[src/rtl/cdt_pkg.sv]
// Package: shared state encoding and helpers for the complementary driver.
// Assumes: all delay counts are small positive integers.
package cdt_pkg;

    typedef enum logic [2:0] {
        ST_IDLE = 3'd0,   // both off, waiting for a command pulse
        ST_GAP1 = 3'd1,   // both off, before main turns on
        ST_MAIN = 3'd2,   // main on
        ST_GAP2 = 3'd3,   // both off, before auxiliary turns on
        ST_AUX  = 3'd4,   // auxiliary on during main off time
        ST_FOFF = 3'd5,   // fault mode, auxiliary off part
        ST_FON  = 3'd6    // fault mode, auxiliary on part
    } cdt_state_e;

    // Larger of two integers, used to size counters.
    function automatic int cdt_max(input int a, input int b);
        return (a > b) ? a : b;
    endfunction

endpackage

[src/rtl/cdt_timer.sv]
// Module: saturating cycle counter, cleared when the sequencer changes state.
// Assumes: clr is asserted in the cycle before a new state begins.
module cdt_timer #(
    parameter int CW = 4
) (
    input  logic          clk,
    input  logic          rst_n,
    input  logic          clr,
    output logic [CW-1:0] cnt
);
    localparam logic [CW-1:0] CMAX = {CW{1'b1}};

    // Count cycles spent in the current state, holding at the top value.
    always_ff @(posedge clk) begin
        if (!rst_n || clr)
            cnt <= '0;
        else if (cnt != CMAX)
            cnt <= cnt + 1'b1;
    end
endmodule

[src/rtl/cdt_fsm.sv]
// Module: sequencer that orders main on, gaps, auxiliary on and fault mode.
// Assumes: DLY1 >= 1, DLY2 > DLY1, FLT_ON >= 1, IDLE_LIM >= 1, and the
// counter width CW holds every limit below.
module cdt_fsm
    import cdt_pkg::*;
#(
    parameter int DLY1     = 3,
    parameter int DLY2     = 5,
    parameter int FLT_ON   = 10,
    parameter int IDLE_LIM = 40,
    parameter int CW       = 6
) (
    input  logic          clk,
    input  logic          rst_n,
    input  logic          pwm,
    input  logic          enable,
    input  logic          fault,
    input  logic [CW-1:0] cnt,
    output logic          clr,
    output logic          main_act,
    output logic          aux_act
);
    localparam logic [CW-1:0] LIM_G1   = CW'(DLY1 - 1);
    localparam logic [CW-1:0] LIM_G2   = CW'(DLY2 - 1);
    localparam logic [CW-1:0] LIM_IDLE = CW'(IDLE_LIM - 1);
    localparam logic [CW-1:0] LIM_FOFF = CW'(DLY1 + DLY2 - 1);
    localparam logic [CW-1:0] LIM_FON  = CW'(FLT_ON - 1);

    cdt_state_e st, nxt;
    logic       in_fault;

    assign in_fault = (st == ST_FOFF) || (st == ST_FON);

    // Choose the next state: disable first, then fault entry, then sequencing.
    always_comb begin
        nxt = st;
        if (!enable)
            nxt = ST_IDLE;
        else if (fault && !in_fault)
            nxt = ST_FOFF;
        else begin
            case (st)
                ST_IDLE: if (pwm) nxt = ST_GAP1;
                ST_GAP1: if (!pwm) nxt = ST_GAP2;
                         else if (cnt == LIM_G1) nxt = ST_MAIN;
                ST_MAIN: if (!pwm) nxt = ST_GAP2;
                ST_GAP2: if (pwm) nxt = ST_GAP1;
                         else if (cnt == LIM_G2) nxt = ST_AUX;
                ST_AUX:  if (pwm) nxt = ST_GAP1;
                         else if (cnt == LIM_IDLE) nxt = ST_IDLE;
                ST_FOFF: if (!fault) nxt = ST_IDLE;
                         else if (cnt == LIM_FOFF) nxt = ST_FON;
                ST_FON:  if (!fault) nxt = ST_IDLE;
                         else if (cnt == LIM_FON) nxt = ST_FOFF;
                default: nxt = ST_IDLE;
            endcase
        end
    end

    // Hold the sequencer state; reset parks both switches off.
    always_ff @(posedge clk) begin
        if (!rst_n)
            st <= ST_IDLE;
        else
            st <= nxt;
    end

    // Restart the cycle counter on every state change.
    assign clr = (nxt != st);

    // Decode the logical (polarity-free) switch requests.
    assign main_act = (st == ST_MAIN);
    assign aux_act  = (st == ST_AUX) || (st == ST_FON);
endmodule

[src/rtl/cdt_polarity.sv]
// Module: final output stage; applies the auxiliary polarity choice.
// Assumes: inputs are logical active-high requests.
module cdt_polarity (
    input  logic main_act,
    input  logic aux_act,
    input  logic aux_invert,
    output logic main_drv,
    output logic aux_drv
);
    // Main is always active high; auxiliary flips when inversion is selected.
    assign main_drv = main_act;
    assign aux_drv  = aux_act ^ aux_invert;
endmodule

[src/rtl/cdt_driver.sv]
// Module: complementary main/auxiliary gate driver with unequal gaps.
// Assumes: pwm_in, enable and fault are synchronous to clk.
module cdt_driver
    import cdt_pkg::*;
#(
    parameter int DLY1     = 3,
    parameter int DLY2     = 5,
    parameter int FLT_ON   = 10,
    parameter int IDLE_LIM = 40
) (
    input  logic clk,
    input  logic rst_n,
    input  logic pwm_in,
    input  logic enable,
    input  logic fault,
    input  logic aux_invert,
    output logic main_drv,
    output logic aux_drv
);
    localparam int MAXLIM = cdt_max(cdt_max(DLY1 + DLY2, FLT_ON), IDLE_LIM);
    localparam int CW     = $clog2(MAXLIM + 1);

    // Reject parameter sets that break the gap ordering.
    generate
        if (DLY2 <= DLY1) begin : g_bad_order
            $error("cdt_driver: DLY2 must be larger than DLY1");
        end
        if (DLY1 < 1 || FLT_ON < 1 || IDLE_LIM < 1) begin : g_bad_count
            $error("cdt_driver: delay counts must be at least 1");
        end
    endgenerate

    logic [CW-1:0] cnt;
    logic          clr;
    logic          main_act;
    logic          aux_act;

    cdt_timer #(.CW(CW)) timer_i (
        .clk   (clk),
        .rst_n (rst_n),
        .clr   (clr),
        .cnt   (cnt)
    );

    cdt_fsm #(
        .DLY1     (DLY1),
        .DLY2     (DLY2),
        .FLT_ON   (FLT_ON),
        .IDLE_LIM (IDLE_LIM),
        .CW       (CW)
    ) fsm_i (
        .clk      (clk),
        .rst_n    (rst_n),
        .pwm      (pwm_in),
        .enable   (enable),
        .fault    (fault),
        .cnt      (cnt),
        .clr      (clr),
        .main_act (main_act),
        .aux_act  (aux_act)
    );

    cdt_polarity out_i (
        .main_act   (main_act),
        .aux_act    (aux_act),
        .aux_invert (aux_invert),
        .main_drv   (main_drv),
        .aux_drv    (aux_drv)
    );
endmodule

[config.mk]
export PLATFORM = sky130hd
export DESIGN_NAME = cdt_driver
export DESIGN_NICKNAME = d
export VERILOG_FILES = /design/src/rtl/cdt_pkg.sv /design/src/rtl/cdt_timer.sv /design/src/rtl/cdt_fsm.sv /design/src/rtl/cdt_polarity.sv /design/src/rtl/cdt_driver.sv
export SDC_FILE = /design/constraint.sdc
export NUM_CORES = 1
export LEC_CHECK = 0
export ABC_AREA = 0
export CAP_MARGIN = 20
export CORE_UTILIZATION = 55
export DETAILED_ROUTE_END_ITERATION = 7
export PLACE_DENSITY = 0.79
export SLEW_MARGIN = 20
export SYNTH_ARGS = -nofsm -noshare
export SYNTH_HDL_FRONTEND = slang
export SYNTH_SLANG_ARGS = --single-unit
[constraint.sdc]
create_clock -name clk -period 2.6 [get_ports clk]
set_input_delay 0.52 -clock clk [delete_from_list [all_inputs] [get_ports clk]]
set_output_delay 0.52 -clock clk [all_outputs]
set_load 0.01 [all_outputs]
== Word-level counts from Yosys, hierarchy flattened ==
Index checks and enable logic that the tools add are counted.

* Input port bits: 6
* Register bits after elaboration: 9

* Reduce and logical (&&, ||, !) cells: 7
* Bitwise gates (word level): 1
* Equal/unequal tests: 13
* Mux-type cells: 15
* Add/subtract/negate cells: 1

{| class="wikitable"
|+ Operators by type and width
! kind !! number
|-
| 3-bit 2-to-1 mux || 14
|-
| 3-bit one-hot mux with 7 select lines || 1
|-
| 6-bit by 3-bit == test with 1-bit output (second input constant) || 2
|-
| 3-bit == test (second input constant) || 3
|-
| 6-bit by 1-bit adder with 6-bit output (second input constant) || 1
|-
| 3-bit by 2-bit == test with 1-bit output (second input constant) || 2
|-
| 6-bit by 2-bit == test with 1-bit output (second input constant) || 1
|-
| 6-bit by 4-bit == test with 1-bit output (second input constant) || 1
|-
| 6-bit == test (second input constant) || 1
|-
| 6-bit inequality test (second input constant) || 1
|-
| 3-bit by 1-bit == test with 1-bit output (second input constant) || 1
|-
| 3-bit logical NOT || 1
|-
| 1-bit logical OR || 3
|-
| 3-bit inequality test || 1
|-
| 1-bit logical NOT || 2
|-
| 1-bit logical AND || 1
|-
| 1-bit XOR || 1
|}

== Depth between registers and ports, before layout ==
Gate-level depths: netlist of the first run.

* Word-level depth: 8
* Depth in mapped cells: 8

== Cells and area by module ==
Synthesis of the first run repeated with hierarchy kept, for this count alone.

* Cell total of the unflattened synthesis: 92
* Area, all modules: 728.2 um^2

{| class="wikitable"
|+ Modules (own cells, without submodules)
! module !! cells an instance !! area each (um^2) !! instances !! seq. area each (um^2)
|-
| cdt_fsm || 58 || 427.9 || 1 || 60.1
|-
| cdt_timer || 32 || 284.0 || 1 || 120.1
|-
| cdt_polarity || 2 || 16.3 || 1 || 0.0
|}

== Worst setup path before layout of the first run ==
Ideal clock, no wire load.

* Kind: flip-flop to flip-flop
* Start point: register timer_i.cnt[0]
* End point: register timer_i.cnt[4]
* Period minus slack after synthesis: 1.849 ns
* Buffers on the path: 0
* Data arrival time: 1.726 ns
* Setup slack: 0.751 ns
* Required time: 2.477 ns
* Stages on the path, launching flop included: 8
* Path through: dfxtp_1 -> ha_1 -> and2_1 -> a311o_1 -> o21a_1 -> o311ai_1 -> nor3_2 -> nor3b_2

* Longest elaborated chain between the ends: 8
* Elaborated cells between the ends (all ways): 22

{| class="wikitable"
|+ Ends and longest elaborated chain
! element !! line !! text
|-
| start, declared || cdt_timer.sv:9 || <nowiki>output logic [CW-1:0] cnt</nowiki>
|-
| start signal, assigned || cdt_timer.sv:18 || <nowiki>cnt <= cnt + 1'b1;</nowiki>
|-
| 6-bit by 4-bit == test with 1-bit output, or another cell as far along || cdt_fsm.sv:54 || <nowiki>else if (cnt == LIM_FON) nxt = ST_FOFF;</nowiki>
|-
| 3-bit 2-to-1 mux, on equally long branches (2 in series) || n/a ||
|-
| 3-bit one-hot mux with 7 select lines || cdt_fsm.sv:42 || <nowiki>case (st)</nowiki>
|-
| 3-bit 2-to-1 mux || cdt_fsm.sv:39 || <nowiki>else if (fault && !in_fault)</nowiki>
|-
| 3-bit 2-to-1 mux || cdt_fsm.sv:37 || <nowiki>if (!enable)</nowiki>
|-
| 3-bit inequality test || cdt_fsm.sv:69 || <nowiki>assign clr = (nxt != st);</nowiki>
|-
| 1-bit logical OR || cdt_timer.sv:15 || <nowiki>if (!rst_n || clr)</nowiki>
|}

Several ways; a longest one is shown, not always the timed one.
A chain may end at the register's enable or synchronous reset.

== Worst setup path in the final report of the first run ==
* Start point: register fsm_i.st[0]
* End point: output aux_drv

* Longest elaborated chain between the ends: 3
* Elaborated cells between the ends (all ways): 4

{| class="wikitable"
|+ Ends and longest elaborated chain
! element !! line !! text
|-
| start, declared || cdt_fsm.sv:29 || <nowiki>cdt_state_e st, nxt;</nowiki>
|-
| start signal, assigned || cdt_fsm.sv:65 || <nowiki>st <= nxt;</nowiki>
|-
| 3-bit == test || cdt_fsm.sv:73 || <nowiki>assign aux_act = (st == ST_AUX) || (st == ST_FON);</nowiki>
|-
| 1-bit logical OR * || cdt_fsm.sv:73 ||
|-
| 1-bit XOR * || cdt_polarity.sv:12 || <nowiki>assign aux_drv = aux_act ^ aux_invert;</nowiki>
|-
| end, declared || cdt_driver.sv:18 || <nowiki>output logic aux_drv</nowiki>
|}

Every way passes the cells marked *; elsewhere a longest branch is shown, timed or not.

==> results.json, run 1 <==
{
  "drive_above_1_share": 0.1429,
  "skew_ns": 0.004676,
  "critPathKind": "flop to output port",
  "rsz0062_at_grt": "false",
  "path_clk_slew_ns": 0.06,
  "cts_tree": "yes",
  "avgSynthCellArea_um2": 8.180,
  "r2r-end": "timer_i.cnt[4]$_SDFFE_PP0P_",
  "worst-path-buf-inv": 1,
  "synth_flop_cell": "dfxtp_1",
  "core_area_um2": 1383,
  "die_area_um2": 1739,
  "worst_pin_slew_ns": 0.5251,
  "hold_violations": 0,
  "vias": 812,
  "min_to": "timer_i.cnt[1]$_SDFFE_PP0P_",
  "path_delay_family": "flip-flops",
  "synth_seq_cells": 9,
  "cts_root_buffer": "clkbuf_4",
  "grt_pass1_wl_mm": 3.201,
  "ant_nets": 0,
  "drv_cap": 0,
  "die_w_um": 41.71,
  "grt_overflow_total": 0,
  "dieHeight_um": 41.71,
  "layout_common_cells": "nand2_1, dfxtp_1, nor2_1",
  "r2r_cells": 6,
  "ios": 8,
  "r2r_start": "fsm_i.st[1]$_SDFF_PN0_",
  "row_count": 13,
  "max_freq_mhz": 440.8,
  "syn_area_um2": 867.1,
  "worstSkewPairLatency_ns": 0.26,
  "n_antenna_cell": 0,
  "cts_resized": 0,
  "syn_inst": 106,
  "min_period_ns": 2.268,
  "yosysWarnings": 0,
  "slowest_stage": "dfxtp_1",
  "min_path_cells": 2,
  "crit_fanout": 14,
  "htreeDepth": 1,
  "synth-async-reset-ratio": 0,
  "cp.required_ns": 2.08,
  "cts_setup_buffers": 0,
  "viasPerCell": 6.394,
  "yosysUniqueCellTypes": 45,
  "fin_crit_sh": 0.8725,
  "clock-sinks": 9,
  "drc": 0,
  "gp_congestion": 0.9109,
  "drtPass1Iterations": 4,
  "end_kind": "output port",
  "outcome": "completed",
  "syn_to_final_growth_pct": 7.359,
  "p_leak_nw": 0.3376,
  "routed_wirelength_mm": 1.905,
  "powerDensity_nw_per_um2": 348.9,
  "grt_pass1_vias": 720,
  "setup_viol": 0,
  "clk_path_buf_depth": 2,
  "hp-class": "flop to flop",
  "synth_edf_count": 0,
  "cts_buffers": 3,
  "postCtsHoldBufs": 0,
  "start_util": 0.6271,
  "reg2reg_slack_ns": 0.52,
  "max_stage_delay_ns": 0.56,
  "portBuffers": 7,
  "fin_total_pwr_mw": 0.3248,
  "final_common_cell": "nand2_1",
  "crit_chain": "nand2b_1 > xnor2_1 > clkdlybuf4s50_1",
  "syn_nets": 116,
  "crit_cells": 3,
  "antenna_found_initial": 0,
  "dp_hpwl_mm": 1.474,
  "nNetsFinal": 123,
  "drv_slew": 0,
  "drt_first_iter_violations": 25,
  "cp-start-kind": "flop",
  "max-vdd-ir-drop_mv": 0.2893,
  "ys_seq_area_frac": 0.2078,
  "final.setup.tns_ns": 0,
  "cp.arrival_ns": 1.75,
  "worstHoldStart": "timer_i.cnt[1]$_SDFFE_PP0P_",
  "grt_max_degree": 18,
  "gr-usage-all-layers": 0.2335,
  "wire_per_inst_um": 15.00,
  "slew_headroom": 0.6494
}
[sequential cells by signal (all words and copies together), names as in the netlist]
register,flops
fsm_i.st,3
timer_i.cnt,6
[Yosys cell counts (2+ instances only)]
library cell | n | area share
xnor2_1 | 3 | 0.030
o21ai_0 | 5 | 0.029
ha_1 | 4 | 0.058
mux2i_1 | 2 | 0.023
nor2_1 | 8 | 0.035
inv_1 | 4 | 0.017
nand3b_1 | 2 | 0.017
o21ba_2 | 2 | 0.023
nand2_1 | 13 | 0.056
buf_4 | 2 | 0.017
o211a_1 | 2 | 0.023
nand2b_1 | 2 | 0.014
and4b_2 | 2 | 0.026
o21ai_1 | 2 | 0.012
dfxtp_1 | 9 | 0.21
nor3_1 | 3 | 0.017
nand3_1 | 7 | 0.040
buf_6 | 3 | 0.039
a21oi_1 | 4 | 0.023
o21a_1 | 2 | 0.017
[worst register-to-register path, delay by kind of cell (launching register included)]
family	cells	cell delay, ns
and+or+nand+nor	2	0.55
DFF	1	0.65
muxes	1	0.18
AOI/OAI and AO/OA	3	0.63
[worst max path at each step]
stage                                      from                     endpoint  slack, ns
CTS                      fsm_i.st[0]$_SDFF_PN0_                      aux_drv       0.32
floorplan           timer_i.cnt[0]$_SDFFE_PP0P_  timer_i.cnt[4]$_SDFFE_PP0P_       0.75
finish                   fsm_i.st[0]$_SDFF_PN0_                      aux_drv       0.33
detailed placement                        fault  timer_i.cnt[1]$_SDFFE_PP0P_       0.15
global route                             pwm_in  timer_i.cnt[4]$_SDFFE_PP0P_       0.20
global placement                          fault  timer_i.cnt[4]$_SDFFE_PP0P_       0.20
[per-stage QoR]
step / hold WS (ns) / setup slack, ns / cell area (µm²) / util / cells
after CTS: 0.5431 / 0.3168 / 930.9 / 0.6733 / 127
final: 0.5439 / 0.3316 / 930.9 / 0.6733 / 127
after floorplan: 0.4762 / 0.7507 / 867.1 / - / 106
after global routing: 0.5727 / 0.2048 / 930.9 / 0.6733 / 127
after global placement: 0.4902 / 0.1994 / 903.4 / 0.6534 / 123
after detailed placement: 0.5341 / 0.1462 / 903.4 / 0.6534 / 123
[per-layer routing]
metal  GRT usage  part of all wire  vias to the layer above
met5           0                 0                        -
met4     0.08387            0.0042                        0
met3     0.02174             0.052                        2
met2      0.3313              0.45                       28
met1      0.3610              0.49                      376
li1            -                 -                      406
[area by class of cell]
| type | count | area, µm² |
|---|---|---|
| multi-input combinational | 86 | 604.3 |
| inverter | 4 | 15.01 |
| timing repair buffer | 9 | 85.08 |
| fill | 121 | 451.7 |
| sequential | 9 | 180.2 |
| tap | 15 | 18.77 |
| clock inverter | 1 | 5.005 |
| clock buffer | 3 | 22.52 |
[where the power goes]
group	switching [mW]	internal, mW	leakage (nW)	total [mW]
clock	0.0491	0.0567	0.0177	0.106
combinational	0.0346	0.0337	0.247	0.0683
sequential	0.00865	0.142	0.0731	0.151
[cell families (layout without fill, tap and decap cells)]
logic type | Yosys count | count (layout) | share of synthesized area
AOI/OAI and AO/OA | 29 | 29 | 0.2554
xor gates and xnor gates | 3 | 3 | 0.03031
adders and majority gates | 4 | 4 | 0.05772
buffers and inverters | 11 | 17 | 0.09522
DFF | 9 | 9 | 0.2078
muxes | 2 | 2 | 0.02309
and+or+nand+nor | 48 | 48 | 0.3305
No activity file was read; power rests on OpenSTA's default activity.
==> inputs of run 2 (changes only) <==
--- a/config.mk
+++ b/config.mk
@@ -7,6 +7,7 @@
 export LEC_CHECK = 0
 export ABC_AREA = 0
 export CAP_MARGIN = 20
+export CORE_MARGIN = 3
 export CORE_UTILIZATION = 55
 export DETAILED_ROUTE_END_ITERATION = 7
 export PLACE_DENSITY = 0.79
==> run 2 against run 1 <==
  * Worst hold slack better by 0.0053 ns
  * Final cell count unchanged
  * Routed wire length increased by 2.2%
  * First-iteration DRC count rose to 2.6 times the previous value
  * Clock skew is 0.0025 ns lower
  * Sequential share of layout area unchanged
  * Combinational power grew 0.9%
  * Largest cell class unchanged
  * Critical endpoint is now timer_i.cnt[1]$_SDFFE_PP0P_
  * Total power fell by 0.48%
  * Highest routed layer unchanged
==> results.json, run 2 (synthesis results as in run 1) <==
{
  "outcome": "completed",
  "die_w_um": 45.71,
  "reg.largest.list": "timer_i.cnt (6), fsm_i.st (3)",
  "crit_fanout": 8,
  "gr-usage-all-layers": 0.2118,
  "row_count": 13,
  "worst-path-buf-inv": 1,
  "setup_viol": 0,
  "portBuffers": 7,
  "crit_cells": 6,
  "fin_total_pwr_mw": 0.3233,
  "layout_common_cells": "nand2_1, dfxtp_1, nor2_1",
  "hold_violations": 0,
  "max-vdd-ir-drop_mv": 0.3558,
  "vias": 836,
  "final_common_cell": "nand2_1",
  "skew_ns": 0.002194,
  "cts_setup_buffers": 0,
  "drv_slew": 0,
  "dieHeight_um": 45.71,
  "dp_hpwl_mm": 1.484,
  "start_util": 0.6271,
  "cts_resized": 0,
  "grt_max_degree": 18,
  "path_delay_family": "compound AO/OA/AOI/OAI gates",
  "worst_hold_slack_ns": 0.5492,
  "final-instance-count-excl-fill": 127,
  "postCtsHoldBufs": 0,
  "cts_tree": "yes",
  "drc": 0,
  "drv_cap": 0,
  "core_area_um2": 1383,
  "crit_chain": "clkdlybuf4s50_1 > and4b_2 > a222oi_1 > o32ai_2 > nor3_2 > a21boi_1",
  "grt_overflow_total": 0,
  "p_leak_nw": 0.3376,
  "drive_above_1_share": 0.1429,
  "max_stage_delay_ns": 0.52,
  "r2r_start": "fsm_i.st[1]$_SDFF_PN0_",
  "wire_per_inst_um": 15.32,
  "drtPass1Iterations": 5,
  "cts_root_buffer": "clkbuf_4",
  "antenna_found_initial": 0,
  "fill_cells": 112,
  "slowest_stage": "clkdlybuf4s50_1",
  "ios": 8,
  "critPathKind": "input port to flop",
  "gp_congestion": 0.9240,
  "worst_pin_slew_ns": 0.5161,
  "slew_headroom": 0.6555,
  "path_clk_slew_ns": 0.06,
  "n_antenna_cell": 0,
  "fin_crit_sh": 0.8688,
  "rsz0062_at_grt": "false",
  "grt_pass1_wl_mm": 3.215,
  "r2r_cells": 5,
  "routed_wirelength_mm": 1.946,
  "end_kind": "flop",
  "max_freq_mhz": 442.7,
  "grt_pass1_vias": 708,
  "ant_nets": 0,
  "worstSetupStartpoint": "fault",
  "largest_reg_flops": 6,
  "clock-sinks": 9,
  "min_period_ns": 2.259,
  "clk_path_buf_depth": 2,
  "dp_cells": 123,
  "endpoint": "timer_i.cnt[1]$_SDFFE_PP0P_",
  "top_register": "timer_i.cnt",
  "reg2reg_slack_ns": 0.50,
  "hp-class": "flop to flop",
  "cp.required_ns": 2.78,
  "cp-start-kind": "input port",
  "cp.arrival_ns": 2.44,
  "final.setup.tns_ns": 0,
  "die_area_um2": 2089,
  "viasPerCell": 6.583,
  "r2r-end": "timer_i.cnt[1]$_SDFFE_PP0P_",
  "drt_first_iter_violations": 65,
  "cts_buffers": 3,
  "htreeDepth": 1,
  "powerDensity_nw_per_um2": 347.3,
  "worstSkewPairLatency_ns": 0.26,
  "syn_to_final_growth_pct": 7.359,
  "nNetsFinal": 123
}
-- run 2: cell counts in the layout (fill, tap and decap cells not counted) --
No cell type changed its count.
-- run 2: tightest hold or removal path, delay by kind of cell, from the launching register on --
| family | cells | cell delay [ns] |
|---|---|---|
| AOI/OAI and AO/OA | 1 | 0.06 |
| DFF | 1 | 0.36 |
| and+or+nand+nor | 1 | 0.08 |
-- run 2: layout make-up --
cell class,instances,area [µm²],area share
multi-input cells,86,604.3,0.6492
well taps,15,18.77,0.02016
inverters,4,15.01,0.01613
clock buffers,3,22.52,0.02419
repair buffers,9,85.08,0.09140
clock inverters,1,5.005,0.005376
flip-flops and latches,9,180.2,0.1935
-- run 2: report_power, final --
part / leakage (nW) / switching [mW] / total (mW) / internal, mW
Combinational: 0.247 / 0.0350 / 0.0689 / 0.0340
Clock: 0.0177 / 0.0471 / 0.104 / 0.0566
Sequential: 0.0731 / 0.00859 / 0.151 / 0.142
-- run 2: through the flow --
step	util	area [µm²]	setup WS, ns
final	0.6733	930.9	0.3412
after global routing	0.6733	930.9	0.2230
after CTS	0.6733	930.9	0.3586
after detailed placement	0.6534	903.4	0.1001
after global placement	0.6534	903.4	0.1957
after floorplan	-	867.1	0.7507
-- run 2: per-layer routing --
layer,track usage,share of wire
met4,0.1080,0.017
met5,0,0
met3,0.01186,0.094
met2,0.3203,0.43
met1,0.3007,0.46
-- run 2: how the worst min path moves through the flow --
stage	start	to	depth (start not counted)
2_1_floorplan	timer_i.cnt[1]$_SDFFE_PP0P_	timer_i.cnt[1]$_SDFFE_PP0P_	2
3_3_place_gp	timer_i.cnt[1]$_SDFFE_PP0P_	timer_i.cnt[1]$_SDFFE_PP0P_	2
3_5_place_dp	timer_i.cnt[1]$_SDFFE_PP0P_	timer_i.cnt[1]$_SDFFE_PP0P_	2
4_1_cts	timer_i.cnt[1]$_SDFFE_PP0P_	timer_i.cnt[1]$_SDFFE_PP0P_	2
5_1_grt	timer_i.cnt[1]$_SDFFE_PP0P_	timer_i.cnt[1]$_SDFFE_PP0P_	2
6_report	timer_i.cnt[1]$_SDFFE_PP0P_	timer_i.cnt[1]$_SDFFE_PP0P_	2
==> inputs of run 3 (changes only) <==
--- a/config.mk
+++ b/config.mk
@@ -7,10 +7,10 @@
 export LEC_CHECK = 0
 export ABC_AREA = 0
 export CAP_MARGIN = 20
-export CORE_MARGIN = 3
 export CORE_UTILIZATION = 55
 export DETAILED_ROUTE_END_ITERATION = 7
 export PLACE_DENSITY = 0.79
+export REMOVE_ABC_BUFFERS = 1
 export SLEW_MARGIN = 20
 export SYNTH_ARGS = -nofsm -noshare
 export SYNTH_HDL_FRONTEND = slang
==> run 3 against run 2 <==
  * Flip-flop and latch count is the same
  * Sequential share of layout area is essentially flat
  * Cell area shrank 0.13%
  * Count of clock-buffer cells in the layout grew 1
  * Final cell count is the same
  * Worst hold slack lost 0.0039 ns
  * Sequential power is essentially flat
  * Register-to-register slack lost 0.02 ns
  * Non-clock buffer count is the same
  * Global-route usage grew 1.2 points
  * Combinational power shrank 0.6%
  * Total power shrank 0.40%
  * Largest cell class unchanged
  * Largest power group unchanged
  * Highest routed layer unchanged
==> results.json, run 3 (synthesis results as in run 1) <==
{
  "drv_cap": 0,
  "regArea_um2": 180.2,
  "max_freq_mhz": 446.0,
  "drt_first_iter_violations": 33,
  "start_util": 0.6271,
  "htreeDepth": 1,
  "grt_pass1_vias": 698,
  "top_register": "timer_i.cnt",
  "critPathKind": "input port to flop",
  "crit_chain": "clkdlybuf4s50_1 > and4b_2 > nand3_1 > o211ai_1 > mux2i_1 > nor3_2 > a21boi_1",
  "dp_cells": 123,
  "grt_max_degree": 18,
  "drc": 0,
  "final-instance-count-excl-fill": 127,
  "worst-path-buf-inv": 1,
  "layout_common_cells": "nand2_1, dfxtp_1, nor2_1",
  "row_count": 13,
  "end_kind": "flop",
  "postCtsHoldBufs": 0,
  "max-vdd-ir-drop_mv": 0.3229,
  "dp_hpwl_mm": 1.375,
  "hp-class": "flop to flop",
  "setup_viol": 0,
  "fin_crit_sh": 0.8623,
  "reg.largest.list": "timer_i.cnt (6), fsm_i.st (3)",
  "cp.arrival_ns": 2.43,
  "largest_reg_flops": 6,
  "cts_buffers": 3,
  "final.setup.tns_ns": 0,
  "outcome": "completed",
  "dieHeight_um": 41.71,
  "worst_pin_slew_ns": 0.5508,
  "core_area_um2": 1383,
  "drv_slew": 0,
  "cts_setup_buffers": 0,
  "path_clk_slew_ns": 0.06,
  "nNetsFinal": 123,
  "gr-usage-all-layers": 0.2236,
  "powerDensity_nw_per_um2": 346.4,
  "routed_wirelength_mm": 1.835,
  "final_common_cell": "nand2_1",
  "crit_fanout": 8,
  "drtPass1Iterations": 4,
  "wire_per_inst_um": 14.45,
  "cts_resized": 0,
  "rsz0062_at_grt": "false",
  "grt_pass1_wl_mm": 3.029,
  "antenna_found_initial": 0,
  "cts_tree": "yes",
  "hold_violations": 0,
  "n_antenna_cell": 0,
  "clock-sinks": 9,
  "p_leak_nw": 0.3348,
  "cp.required_ns": 2.79,
  "drive_above_1_share": 0.1339,
  "clk_path_buf_depth": 2,
  "syn_to_final_growth_pct": 7.215,
  "min_period_ns": 2.242,
  "min_path_cells": 2,
  "r2r_cells": 7,
  "cts_root_buffer": "clkbuf_4",
  "skew_ns": 0.007215,
  "ios": 8,
  "viasPerCell": 6.386,
  "path_delay_family": "simple AND/OR/NAND/NOR gates",
  "worst_hold_slack_ns": 0.5453,
  "portBuffers": 7,
  "gp_congestion": 0.8999,
  "max_stage_delay_ns": 0.60,
  "multi_input_area_um2": 604.3,
  "vias": 811,
  "crit_cells": 7,
  "die_w_um": 41.71,
  "placedInstanceArea_um2": 903.4,
  "cp-start-kind": "input port",
  "final_area_um2": 929.6,
  "fill_cells": 115,
  "slowest_stage": "clkdlybuf4s50_1",
  "worstSkewPairLatency_ns": 0.26,
  "grt_overflow_total": 0,
  "die_area_um2": 1739,
  "slew_headroom": 0.6323,
  "ant_nets": 0
}
## run 3: cell types whose count changed in the layout (fill, tap and decap cells not counted)
cell and change:
clkbuf_1 +1, clkinv_2 -1
## run 3: layout make-up
| class | count | share of cell area |
|---|---|---|
| Clock buffer | 4 | 0.02826 |
| Timing Repair Buffer | 9 | 0.09152 |
| Tap cell | 15 | 0.02019 |
| Inverter | 4 | 0.01615 |
| Multi-Input combinational cell | 86 | 0.6501 |
| Sequential cell | 9 | 0.1938 |
## run 3: power by group
group	switching [mW]	internal (mW)	leakage (nW)
Combinational	0.0346	0.0339	0.247
Clock	0.0441	0.0588	0.0150
Sequential	0.00834	0.142	0.0731
## run 3: worst paths after layout
path | from | to | slack, ns
max | fault | timer_i.cnt[1]$_SDFFE_PP0P_ | 0.36
min | timer_i.cnt[1]$_SDFFE_PP0P_ | timer_i.cnt[1]$_SDFFE_PP0P_ | 0.55
max reg2reg | timer_i.cnt[1]$_SDFFE_PP0P_ | timer_i.cnt[4]$_SDFFE_PP0P_ | 0.48
min reg2reg | timer_i.cnt[1]$_SDFFE_PP0P_ | timer_i.cnt[1]$_SDFFE_PP0P_ | 0.55
## run 3: layer usage
metal	vias up	part of all wire	global-route usage
met5	-	0	0
met4	0	0.023	0.1355
met3	4	0.057	0.03478
met2	29	0.43	0.3125
met1	371	0.48	0.3182
li1	407	-	-
## run 3: worst reg2reg max path: stages, from the launching register on
cell and delay, ns:
dfxtp_1 0.36, ha_1 0.24, and2_1 0.21, a311o_1 0.34, o21a_1 0.13, o311ai_1 0.40
nor3_2 0.16, nor3b_2 0.18
## run 3: through the flow
| stage | utilization | setup slack (ns) | power (mW) |
|---|---|---|---|
| 4_1_cts | 0.6724 | 0.3860 | 0.3265 |
| 3_5_place_dp | 0.6534 | 0.1140 | 0.2205 |
| 2_1_floorplan | - | 0.7507 | 0.1920 |
| 3_3_place_gp | 0.6534 | 0.1749 | 0.2192 |
| 6_report | 0.6724 | 0.3580 | 0.3220 |
| 5_1_grt | 0.6724 | 0.2371 | 0.3386 |
